## src/rtl/sreg_guard_pkg.sv

```systemverilog
package sreg_guard_pkg;
  localparam logic [7:0] OP_SET_WEL = 8'h06;
  localparam logic [7:0] OP_CLR_WEL = 8'h04;
  localparam logic [7:0] OP_READ_SR = 8'h05;
  localparam logic [7:0] OP_WRITE_SR = 8'h01;

  localparam int BIT_BUSY = 0;
  localparam int BIT_WEL  = 1;
  localparam int BIT_QUAD = 6;
  localparam int BIT_LOCK = 7;

  typedef struct packed {
    logic setWel;
    logic clrWel;
    logic startBusy;
    logic endBusy;
    logic capData;
    logic loadOut;
    logic readMode;
  } strobe_t;

  typedef enum logic [2:0] {
    ST_OPCODE,
    ST_ARGS,
    ST_DATA,
    ST_READ,
    ST_SKIP
  } ctl_state_t;
endpackage

```

## src/rtl/sreg_guard_datapath.sv

```systemverilog
module sreg_guard_datapath
  import sreg_guard_pkg::*;
#(
  parameter int SYNC_STAGES = 2
) (
  input  logic       clk,
  input  logic       rstN,
  input  logic       csN,
  input  logic       sclk,
  input  logic       sdi,
  input  logic       wpN,
  input  strobe_t    strb,
  output logic [7:0] rxByte,
  output logic       byteValid,
  output logic       frameEnd,
  output logic       aligned,
  output logic [7:0] statReg,
  output logic       hwMode,
  output logic       sdo
);
  localparam int LAST = SYNC_STAGES - 1;
  localparam logic [3:0] SYNC_RST = 4'b1001; // {wp, sdi, sclk, cs}

  logic [3:0] syncPipe [SYNC_STAGES];
  logic       csS, sclkS, sdiS, wpS;
  logic       csPrev, sclkPrev;
  logic       sclkRise;
  logic [2:0] bitCnt;
  logic [6:0] shiftIn;
  logic [7:0] pendData;
  logic [7:0] outShift;

  always_ff @(posedge clk or negedge rstN) begin
    if (!rstN) begin
      for (int i = 0; i < SYNC_STAGES; i++) syncPipe[i] <= SYNC_RST;
    end else begin
      syncPipe[0] <= {wpN, sdi, sclk, csN};
      for (int i = 1; i < SYNC_STAGES; i++) syncPipe[i] <= syncPipe[i-1];
    end
  end

  assign {wpS, sdiS, sclkS, csS} = syncPipe[LAST];

  always_ff @(posedge clk or negedge rstN) begin
    if (!rstN) begin
      csPrev   <= 1'b1;
      sclkPrev <= 1'b0;
    end else begin
      csPrev   <= csS;
      sclkPrev <= sclkS;
    end
  end

  assign sclkRise  = sclkS & ~sclkPrev & ~csS;
  assign frameEnd  = csS & ~csPrev;
  assign aligned   = (bitCnt == 3'd0);
  assign byteValid = sclkRise && (bitCnt == 3'd7);
  assign rxByte    = {shiftIn, sdiS};

  always_ff @(posedge clk or negedge rstN) begin
    if (!rstN) begin
      bitCnt  <= '0;
      shiftIn <= '0;
    end else if (csS) begin
      bitCnt  <= '0;
    end else if (sclkRise) begin
      bitCnt  <= bitCnt + 3'd1;
      shiftIn <= {shiftIn[5:0], sdiS};
    end
  end

  always_ff @(posedge clk or negedge rstN) begin
    if (!rstN) pendData <= '0;
    else if (strb.capData) pendData <= rxByte;
  end

  always_ff @(posedge clk or negedge rstN) begin
    if (!rstN) begin
      statReg <= '0;
    end else if (strb.endBusy) begin
      statReg <= {pendData[7:2], 2'b00};
    end else begin
      if (strb.startBusy) statReg[BIT_BUSY] <= 1'b1;
      if (strb.setWel)    statReg[BIT_WEL]  <= 1'b1;
      else if (strb.clrWel) statReg[BIT_WEL] <= 1'b0;
    end
  end

  always_ff @(posedge clk or negedge rstN) begin
    if (!rstN) outShift <= '0;
    else if (strb.loadOut) outShift <= statReg;
    else if (sclkRise && strb.readMode) outShift <= {outShift[6:0], 1'b0};
  end

  assign sdo    = strb.readMode & outShift[7];
  assign hwMode = statReg[BIT_LOCK] & ~wpS & ~statReg[BIT_QUAD];
endmodule

```

## src/rtl/sreg_guard_ctrl.sv

```systemverilog
module sreg_guard_ctrl
  import sreg_guard_pkg::*;
#(
  parameter int WRITE_CYCLES = 1000
) (
  input  logic       clk,
  input  logic       rstN,
  input  logic [7:0] rxByte,
  input  logic       byteValid,
  input  logic       frameEnd,
  input  logic       aligned,
  input  logic       busy,
  input  logic       wel,
  input  logic       hwMode,
  output strobe_t    strb
);
  localparam int CW = $clog2(WRITE_CYCLES + 1);
  localparam logic [CW-1:0] LAST_CNT = CW'(WRITE_CYCLES - 1);

  ctl_state_t state, nextState;
  logic [7:0] opReg;
  logic [CW-1:0] busyCnt;

  always_comb begin
    strb = '0;
    strb.readMode = (state == ST_READ);
    strb.endBusy  = busy && (busyCnt == LAST_CNT);
    nextState = state;
    if (frameEnd) begin
      nextState = ST_OPCODE;
      if (aligned) begin
        case (state)
          ST_ARGS: begin
            if (opReg == OP_SET_WEL) strb.setWel = 1'b1;
            if (opReg == OP_CLR_WEL) strb.clrWel = 1'b1;
          end
          ST_DATA: if (wel && !hwMode) strb.startBusy = 1'b1;
          default: ;
        endcase
      end
    end else if (byteValid) begin
      case (state)
        ST_OPCODE: begin
          if (rxByte == OP_READ_SR) begin
            strb.loadOut = 1'b1;
            nextState = ST_READ;
          end else if (busy) begin
            nextState = ST_SKIP;
          end else if (rxByte == OP_SET_WEL || rxByte == OP_CLR_WEL ||
                       rxByte == OP_WRITE_SR) begin
            nextState = ST_ARGS;
          end else begin
            nextState = ST_SKIP;
          end
        end
        ST_ARGS: begin
          if (opReg == OP_WRITE_SR) begin
            strb.capData = 1'b1;
            nextState = ST_DATA;
          end else begin
            nextState = ST_SKIP;
          end
        end
        ST_DATA: nextState = ST_SKIP;
        ST_READ: strb.loadOut = 1'b1;
        default: ;
      endcase
    end
  end

  always_ff @(posedge clk or negedge rstN) begin
    if (!rstN) begin
      state <= ST_OPCODE;
      opReg <= '0;
    end else begin
      state <= nextState;
      if (byteValid && state == ST_OPCODE) opReg <= rxByte;
    end
  end

  always_ff @(posedge clk or negedge rstN) begin
    if (!rstN) busyCnt <= '0;
    else if (strb.startBusy) busyCnt <= '0;
    else if (busy) busyCnt <= busyCnt + 1'b1;
  end
endmodule

```

## src/rtl/sreg_guard.sv

```systemverilog
module sreg_guard
  import sreg_guard_pkg::*;
#(
  parameter int WRITE_CYCLES = 1000,
  parameter int SYNC_STAGES  = 2
) (
  input  logic       clk,
  input  logic       rstN,
  input  logic       csN,
  input  logic       sclk,
  input  logic       sdi,
  input  logic       wpN,
  output logic       sdo,
  output logic [7:0] statusOut,
  output logic       hwMode
);
  strobe_t    strb;
  logic [7:0] rxByte;
  logic       byteValid, frameEnd, aligned;

  sreg_guard_datapath #(.SYNC_STAGES(SYNC_STAGES)) dp_i (
    .clk(clk), .rstN(rstN), .csN(csN), .sclk(sclk), .sdi(sdi), .wpN(wpN),
    .strb(strb), .rxByte(rxByte), .byteValid(byteValid), .frameEnd(frameEnd),
    .aligned(aligned), .statReg(statusOut), .hwMode(hwMode), .sdo(sdo)
  );

  sreg_guard_ctrl #(.WRITE_CYCLES(WRITE_CYCLES)) ctl_i (
    .clk(clk), .rstN(rstN), .rxByte(rxByte), .byteValid(byteValid),
    .frameEnd(frameEnd), .aligned(aligned), .busy(statusOut[BIT_BUSY]),
    .wel(statusOut[BIT_WEL]), .hwMode(hwMode), .strb(strb)
  );
endmodule

```

## config.mk

```make
export PLATFORM = sky130hd
export DESIGN_NAME = sreg_guard
export DESIGN_NICKNAME = d
export VERILOG_FILES = /design/src/rtl/sreg_guard_pkg.sv /design/src/rtl/sreg_guard_datapath.sv /design/src/rtl/sreg_guard_ctrl.sv /design/src/rtl/sreg_guard.sv
export SDC_FILE = /design/constraint.sdc
export NUM_CORES = 1
export LEC_CHECK = 0
export ABC_AREA = 1
export BUFFER_PORTS_ARGS = -buffer_cell sky130_fd_sc_hd__buf_2
export CAP_MARGIN = 20
export CORE_MARGIN = 2
export CORE_UTILIZATION = 50
export DETAILED_ROUTE_END_ITERATION = 6
export GPL_TIMING_DRIVEN = 1
export PLACE_DENSITY = 0.73
export SYNTH_ARGS = -nofsm -noshare
export SYNTH_HDL_FRONTEND = slang
export SYNTH_SLANG_ARGS = --single-unit
export TNS_END_PERCENT = 30
```

## constraint.sdc

```tcl
create_clock -name clk -period 1.8 [get_ports clk]
set_input_delay 0.36 -clock clk [delete_from_list [all_inputs] [get_ports clk]]
set_output_delay 0.36 -clock clk [all_outputs]
set_load 0.01 [all_outputs]
```

After elaboration in Yosys (flattened, before gate mapping)
Index checks and enable logic that the tools add are counted.

storage, ports and cells
  output and inout bits = 10
  logic and storage cells = 88
  flip-flop bits (word level) = 65

cells by class
  mux-type cells = 30
  bitwise operators = 11
  reductions and logical operators = 19
  equal/unequal tests = 12
  add/subtract/negate cells = 2

operator list
  kind                     count
  $eq A8 B3 Y1 const B     5
  $mux W3                  10
  $mux W10                 2
  $eq A8 B1 Y1 const B     2
  $mux W8                  2
  $add A10 B1 Y10 const B  1
  $eq A10 B10 Y1 const B   1
  $mux W1                  10
  $reduce_bool A2 Y1       5
  $pmux W3 S3              1
  $mux W2                  4
  $and A1 B1 Y1            6
  $eq A3 B2 Y1 const B     2
  $logic_not A3 Y1         2
  $logic_and A1 B1 Y1      5
  $not A1 Y1               5
  $reduce_and A2 Y1        2
  $reduce_bool A4 Y1       1
  $add A3 B1 Y3 const B    1
  $eq A3 B1 Y1 const B     1
  $eq A3 B3 Y1 const B     1
  $reduce_bool A3 Y1       1
  $logic_or A1 B1 Y1       2
  $pmux W1 S2              1
  $logic_not A1 Y1         1

Longest topological paths before layout
Gate-level depths: netlist of the first run.

  depth in word-level cells = 12
  gate-level depth with buffers = 10
  mapped depth without buffers = 9

Hierarchy
A second synthesis of the first run with hierarchy kept.

unflattened totals
  cell total of the unflattened synthesis = 322
  area, all modules = 2829.0 um^2

modules (own cells, without submodules)
  module               cells an instance  instances  area each (um^2)
  sreg_guard_datapath  169                1          1656.6
  sreg_guard_ctrl      153                1          1172.4

Worst setup path after synthesis of the first run
No wires, ideal clock.

  path type = reg-to-reg
  start = reg dp_i.bitCnt[0]
  end = reg dp_i.outShift[6]
  slack = 342 ps
  stages on the path, launching flop included = 11
  setup time = 117 ps
  arrival = 1341 ps
  data required time = 1683 ps
  buffers on the path = 2
  cell sequence = dfrtp_1 > ha_1 > ha_1 > inv_1 > nor2_2 > buf_4 > nand2_4 > buf_6 > nand2_2 > nand2_1 > nand2_1

between the ends
  longest elaborated chain between the ends = 5
  elaborated cells on any way between the ends = 6

ends and longest elaborated chain
  what                                                  RTL line                   source
  start, declared                                       sreg_guard_datapath.sv:28  logic [2:0] bitCnt;
  start signal, assigned                                sreg_guard_datapath.sv:67  bitCnt <= bitCnt + 3'd1;
  $eq A3 B3 Y1 (*)                                      sreg_guard_datapath.sv:57  assign byteValid = sclkRise && (bitCnt == 3'd7);
  $logic_and A1 B1 Y1 (*)                               sreg_guard_datapath.sv:57
  $mux W2 (*)                                           sreg_guard_ctrl.sv:41      end else if (byteValid) begin
  $mux W2 (*)                                           sreg_guard_ctrl.sv:29      if (frameEnd) begin
  $mux W8 / $reduce_bool A2 Y1 (equally long branches)  -
  end signal, assigned                                  sreg_guard_datapath.sv:91  else if (strb.loadOut) outShift <= statReg;
  end signal, assigned                                  sreg_guard_datapath.sv:92  else if (sclkRise && strb.readMode) outShift <= {outShift[6:0], 1'b0};
  end, declared                                         sreg_guard_datapath.sv:31  logic [7:0] outShift;

Mark *: on every way between the ends. The rest lies on a longest branch, timed or not.
A chain may end at the register's enable or synchronous reset.

Worst setup path after layout of the first run
  start = reg ctl_i.state[1]
  end = out sdo

between the ends
  longest elaborated chain between the ends = 2

ends and longest elaborated chain
  what                    RTL line                   source
  start, declared         sreg_guard_ctrl.sv:20      ctl_state_t state, nextState;
  start signal, assigned  sreg_guard_ctrl.sv:76      state <= nextState;
  $eq A3 B2 Y1            sreg_guard_ctrl.sv:26      strb.readMode = (state == ST_READ);
  $and A1 B1 Y1           sreg_guard_datapath.sv:95  assign sdo = strb.readMode & outShift[7];
  end, declared           sreg_guard.sv:13           output logic sdo,

Every way passes these cells.

==> metrics.md, run 1 <==
| Metric | Value |
|---|---|
| Initial antenna violation count | `0` |
| Worst Hold Class | `input port to async pin` |
| I/O Buffers | `15` |
| Via density | `about 5` |
| Ant diodes | `0` |
| Post-CTS setup buffer count | `0` |
| R2R depth | `5` |
| Post-DP HPWL | `3535 um` |
| Die Y-Extent | `approximately 80 um` |
| Final WL | `a little over 5000 um` |
| Largest net degree at the start of global routing | `64` |
| Switching pwr | `853.1 uW` |
| Status | `completed` |
| Sequential share of power | `0.480` |
| Vias in the first global route | `about 2000` |
| Comb power frac | `0.120` |
| Avg Synthesized Cell Area | `approximately 8.6 um2` |
| Filler Cells Inserted | `500` |
| Clock Power Share | `0.400` |
| Area leader, netlist | `dfrtp_1` |
| RSZ-0062 raised after global routing | `no` |
| Io pins | `16` |
| Synth Area in Adders | `0.01725` |
| Finished Cell Area | `about 3200 um2` |
| Hold Fails Final Rpt | `0` |
| Die Width | `around 80 um` |
| Initial Util | `0.5237` |
| R2R setup slack | `0.21 ns` |
| Antenna viol nets, final | `0` |
| Final net count | `370` |
| Switching Fraction | `0.2631` |
| Most frequent cells after synthesis | `nand2_1 (96), dfrtp_1 (58), inv_1 (35), o21ai_0 (27), nand3_1 (26)` |
| Gpl congestion | `between 0.8 and 0.9` |
| Via count | `~2200` |
| RR Endpoint | `ctl_i.busyCnt[1]` |
| Syn nets | `approximately 350` |
| Crit path required time | `approximately 1.4 ns` |
| Max Slew Vio Count | `0` |
| Largest family of logic cells by synthesized area | `simple AND/OR/NAND/NOR gates` |
| Worst-case clock skew | `around 0.0092 ns` |
| Post-route DRC violation count | `0` |
| Die area | `roughly 6400 um2` |
| Clock root cell | `clkbuf_8` |
| First-pass GRT wire length | `approximately 9000 um` |
| Gr ovfl total | `0` |
| Fin crit period | `approximately 1.6 ns` |
| Critical Path Source Type | `register` |
| Final worst slack | `about 0.21 ns` |
| CTS tree | `done` |
| Mux cell area share after synthesis | `0` |
| Final period util | `0.8834` |
| Area post-placement | `3040 um2` |
| Initial drt markers | `about 140` |
| Hold Buf Count CTS | `0` |
| FP Rows | `27` |
| Max-Cap Viols | `0` |
| CP arrival | `roughly 1.2 ns` |
| Pre-CTS setup slack | `~0.23 ns` |
| FMAX | `0.6289 GHz` |
| PD cells | `999.1 nW/um2` |
| Slew HR | `0.6883` |
| Final Core Density | `0.5858` |
| Int Power | `roughly 2400 uW` |
| CTS clock-pin slew for the worst setup and hold paths | `around 0.060 ns` |
| Most frequent cell after synthesis | `nand2_1` |
| Synthesis Warnings | `0` |
| Area Overhead vs Synth | `11.86%` |
| Fraction of registers with async set/reset | `1.000` |
| Post-Synthesis Cell Area | `2902 um2` |
| Power Total | `~3200 uW` |
| Top FF cell, synth | `dfrtp_1` |
| Post-synth EDFFs | `0` |
| Clock Latency Late Sink | `~0.35 ns` |
| Clock sinks | `between 60 and 70` |
| Area contributors post-synth | `dfrtp_1 (50%), nand2_1 (12%), o21ai_0 (4.7%)` |
| Compound-cell area share of the yosys netlist | `0.09530` |
| Core area | `5540 um2` |
| Final setup fails | `0` |
| Mapped Cells | `339` |
| Critical Path End Type | `output port` |
| Pre-antenna DRT Iters | `5` |
| Synth Register Bits | `between 60 and 70` |
| Setup TNS | `0 ns` |
| CP Max Fanout | `6` |
| Post-CTS Resized | `0` |
| H-tree depth | `3` |
| Wire per inst | `11.58 um` |
| Post-Synth Simple-Gate Area | `0.2570` |
| CTS Buf Count | `9` |
| Top cell type's share of synthesized area | `0.5002` |
| Max Root-Sink Buffers | `2` |
| Seq/Total Area, Yosys | `0.5455` |
| Share of layout cells above drive strength 1 | `0.1918` |
| Gr usage total | `0.1864` |
| Synth Area in XOR/XNOR | `0.003019` |
| VDD IR max | `between 0.0006 and 0.0007 V` |
| Worst-margin pin slew | `around 0.46 ns` |
| P_leak | `0.001644 uW` |
| Reg2reg start | `dp_i.csS` |
| Crit Path Class | `register to output port` |
| Distinct cells, synth | `27` |
==> layout by cell type (no fill, tap or decap) <==
cell type,Yosys,routed
ha_1,4,4
buf_2,1,15
buf_4,4,2
o21ai_1,6,6
o21ai_0,27,27
nand2_4,2,2
buf_12,0,1
bufinv_16,0,2
clkbuf_8,0,9
nand3_2,2,2
clkinv_2,0,2
clkbuf_1,1,3
nand2_2,5,5
nand3_1,26,26
nand3_4,1,1
inv_1,35,35
o21ai_2,7,7
dfstp_2,5,5
dfrtp_1,58,58
nand2_1,96,96
inv_2,11,11
nor2_1,22,22
nor2_4,2,2
xor2_1,1,1
a21oi_1,10,10
nand4_1,1,1
clkinv_1,1,1
nor3_1,4,4
nor3b_1,1,1
nor2_2,4,4
==> worst max-delay path, stage by stage (launching register included) <==
cell     delay (ns)
dfrtp_1        0.46
nand3_2        0.18
nor2_1         0.11
buf_2          0.13
==> cells by family after synthesis <==
family / after synthesis
and+or+nand+nor: 166
DFF: 63
buffers and inverters: 55
AOI/OAI and AO/OA: 50
adders and majority gates: 4
xor gates and xnor gates: 1
==> worst max-delay path by stage <==
stage,start,to,slack (ns),cells after the start
final,ctl_i.state[1],sdo,0.21,3
after global routing,dp_i.sclkPrev,ctl_i.opReg[5],0.04,6
after CTS,ctl_i.state[1],sdo,0.19,3
after detailed placement,dp_i.csS,ctl_i.busyCnt[2],0.23,5
after global placement,dp_i.csS,ctl_i.busyCnt[0],0.25,5
after floorplan,dp_i.bitCnt[0],dp_i.outShift[6],0.34,10
==> layout make-up <==
cell class	count	area, um2	share of cell area
tap	72	90.09	0.02776
clock buffer	12	135.1	0.04163
multi-input combinational	221	1081	0.3331
timing repair buffer	18	110.1	0.03392
sequential	63	1583	0.4877
clock inverter	4	70.07	0.02159
inverter	47	176.4	0.05436
==> metrics by stage <==
step	cells	hold WS [ns]
floorplan	339	0.06441
global placement	421	0.3327
detailed placement	421	0.3370
CTS	437	0.02372
global route	437	0.04274
finish	437	0.008160
==> registers in the layout, indices dropped and copies added, names as in the netlist <==
| register | cells |
|---|---|
| ctl_i.busyCnt | 10 |
| ctl_i.opReg | 8 |
| ctl_i.state | 3 |
| dp_i.bitCnt | 3 |
| dp_i.csPrev | 1 |
| dp_i.csS | 1 |
| dp_i.outShift | 8 |
| dp_i.pendData | 6 |
| dp_i.rxByte | 1 |
| dp_i.sclkPrev | 1 |
| dp_i.sclkS | 1 |
| dp_i.shiftIn | 7 |
| dp_i.statReg | 8 |
| dp_i.syncPipe | 5 |
==> power groups by stage <==
stage               logic (uW)  clock network, uW  registers (uW)
floorplan                  292                  0            1570
global placement           383                  0            1580
detailed placement         390                  0            1580
CTS                        394               1330            1560
global route               445               1390            1570
finish                     390               1300            1560
==> routing by layer <==
| metal | wire length [um] | track usage | share of wire |
|---|---|---|---|
| met5 | 0 | 0 | 0 |
| met3 | 208 | 0.05169 | 0.041 |
| met2 | 2211 | 0.2817 | 0.44 |
| met1 | 2506 | 0.2398 | 0.50 |
| met4 | 134 | 0.1085 | 0.026 |
Note: power is estimated with default switching activity, not from simulation.
==> run 2: changes to the inputs <==
--- a/config.mk
+++ b/config.mk
@@ -9,10 +9,10 @@
 export BUFFER_PORTS_ARGS = -buffer_cell sky130_fd_sc_hd__buf_2
 export CAP_MARGIN = 20
 export CORE_MARGIN = 2
-export CORE_UTILIZATION = 50
+export CORE_UTILIZATION = 35
 export DETAILED_ROUTE_END_ITERATION = 6
 export GPL_TIMING_DRIVEN = 1
-export PLACE_DENSITY = 0.73
+export PLACE_DENSITY = 0.57
 export SYNTH_ARGS = -nofsm -noshare
 export SYNTH_HDL_FRONTEND = slang
 export SYNTH_SLANG_ARGS = --single-unit
==> run 2 against run 1 <==
Maximum frequency down 0.42%; critical path depth unchanged; cell count up 7.6%; utilization down 18 points; clock power about the same; wire length up 8.3%; via count down 2.4%; die area up 41%; register-to-register slack better by 0.02 ns; hold slack better by 0.0043 ns; critical path type unchanged; critical endpoint unchanged; largest cell class unchanged.
==> metrics.md, run 2 (synthesis gave the netlist of run 1 again) <==
| Metric | Value |
|---|---|
| Most common cell after layout, fill and taps aside | `nand2_1` |
| Clock Latency Late Sink | `roughly 0.34 ns` |
| Power Total | `3224 uW` |
| Die Y-Extent | `between 90 and 100 um` |
| Final net count | `370` |
| Clock Power Share | `0.394` |
| Initial Util | `0.3567` |
| Fin crit period | `between 1.5 and 2 ns` |
| Pre-CTS setup slack | `0.1946 ns` |
| Gr usage total | `0.1385` |
| Final period util | `0.8871` |
| Core area | `8134 um2` |
| H-tree depth | `3` |
| Status | `completed` |
| Final worst slack | `0.2032 ns` |
| P_leak | `about 0.0016 uW` |
| Pre-antenna DRT Iters | `4` |
| Final WL | `roughly 5500 um` |
| Gpl congestion | `~0.90` |
| I/O Buffers | `15` |
| Max Slew Vio Count | `0` |
| Buffers and inverters on the worst path | `1` |
| Max-Cap Viols | `0` |
| Io pins | `16` |
| Die area | `around 9000 um2` |
| Worst Hold Class | `input port to async pin` |
| Hold Buf Count CTS | `0` |
| Crit Path Class | `register to output port` |
| Commonest non-fill, non-tap cells in the layout | `nand2_1 (95), dfrtp_1 (58), inv_1 (35), o21ai_0 (27), nand3_1 (26)` |
| Worst-case clock skew | `roughly 0.0076 ns` |
| CTS tree | `done` |
| Top sig layer | `met4` |
| Share of layout cells above drive strength 1 | `0.2027` |
| Metal3 WL | `240 um` |
| Clock sinks | `63` |
| Largest net degree at the start of global routing | `64` |
| Via count | `between 2000 and 2500` |
| Ant diodes | `0` |
| Slew HR | `0.7627` |
| Reg2reg start | `dp_i.csS` |
| FMAX | `~0.63 GHz` |
| Post-CTS setup buffer count | `0` |
| Initial antenna violation count | `0` |
| RSZ-0062 raised after global routing | `no` |
| Metal2 WL | `approximately 2400 um` |
| Critical Path Source Type | `register` |
| Met1 wire length | `around 2800 um` |
| Placed cells | `454` |
| Post-CTS Resized | `0` |
| Vias in the first global route | `1998` |
| Area post-placement | `around 3100 um2` |
| Non-Filler Instances | `470` |
| Gr ovfl total | `0` |
| Delay-heaviest family, CP | `flip-flops` |
| Final setup fails | `0` |
| Via density | `4.513` |
| Hold Fails Final Rpt | `0` |
| CP arrival | `~1.2 ns` |
| Area Overhead vs Synth | `13.67%` |
| Crit path required time | `1.44 ns` |
| Post-route DRC violation count | `0` |
| Setup TNS | `0 ns` |
| PD cells | `~980 nW/um2` |
| Slowest-stage cell, CP | `dfrtp_1` |
| Switching Fraction | `0.2672` |
| Post-DP HPWL | `~3800 um` |
| CP max stage delay | `between 0.4 and 0.5 ns` |
| Clock root cell | `clkbuf_8` |
| CP Max Fanout | `6` |
| Antenna viol nets, final | `0` |
| CTS Buf Count | `9` |
| Critical Path, Cell by Cell | `nand3_2 > nor2_1 > buf_2` |
| Initial drt markers | `98` |
| CTS clock-pin slew for the worst setup and hold paths | `0.07 ns` |
| Critical Path End Type | `output port` |
| Largest register by flop count | `ctl_i.busyCnt` |
| Finished Cell Area | `between 3000 and 4000 um2` |
| Worst-margin pin slew | `around 0.36 ns` |
| Wire per inst | `between 10 and 15 um` |
| Max reg flops | `10` |
| CP startpoint | `ctl_i.state[1]` |
| Sequential share of power | `0.482` |
| FP Rows | `33` |
| Max Root-Sink Buffers | `2` |
| VDD IR max | `around 0.00040 V` |
| Comb power frac | `0.124` |
| Switching pwr | `approximately 860 uW` |
| Die Width | `about 95 um` |
| First-pass GRT wire length | `9390 um` |
| Int Power | `2363 uW` |
==> run 2: cell count changes in the layout (fill, tap and decap cells not counted) <==
cell       before  now
clkbuf_1        3    1
nand2_2         5    6
nor3_1          4    3
nor3_2          0    1
clkbuf_8        9   12
nand2_1        96   95
bufinv_16       2    1
==> run 2: final cells by class <==
type	instances	area, um2
Multi-Input combinational cell	221	1089
Sequential cell	63	1583
Clock inverter	3	40.04
Fill cell	820	4836
Inverter	47	176.4
Clock buffer	13	168.9
Tap cell	105	131.4
Timing Repair Buffer	18	110.1
==> run 2: power by group through the flow <==
stage | clock network [uW] | registers (uW) | logic (uW)
2_1_floorplan | 0 | 1570 | 292
3_3_place_gp | 0 | 1580 | 390
3_5_place_dp | 0 | 1580 | 397
4_1_cts | 1310 | 1550 | 398
5_1_grt | 1380 | 1570 | 463
6_report | 1270 | 1560 | 398
==> run 2: worst paths after layout <==
| check | end | slack, ns | depth (start not counted) |
|---|---|---|---|
| max | sdo | 0.20 | 3 |
| min | dp_i.sclkS | 0.01 | 2 |
| max reg2reg | ctl_i.busyCnt[7] | 0.23 | 7 |
| min reg2reg | dp_i.syncPipe[3] | 0.35 | 0 |
| max in group asynchronous | dp_i.syncPipe[7] | 1.46 | 2 |
| min in group clk | dp_i.syncPipe[7] | 0.12 | 1 |
==> run 2: per-layer routing <==
metal	vias to the layer above	global-route usage
met5	-	0
met4	0	0.06522
met2	29	0.2045
met1	982	0.1875
met3	7	0.04032
li1	1103	-
==> run 2: metrics by stage <==
stage	utilization	hold slack, ns
6_report	0.4055	0.01244
5_1_grt	0.4055	0.03982
4_1_cts	0.4046	0.02571
3_5_place_dp	0.3789	0.3356
3_3_place_gp	0.3789	0.3330
2_1_floorplan	-	0.06441
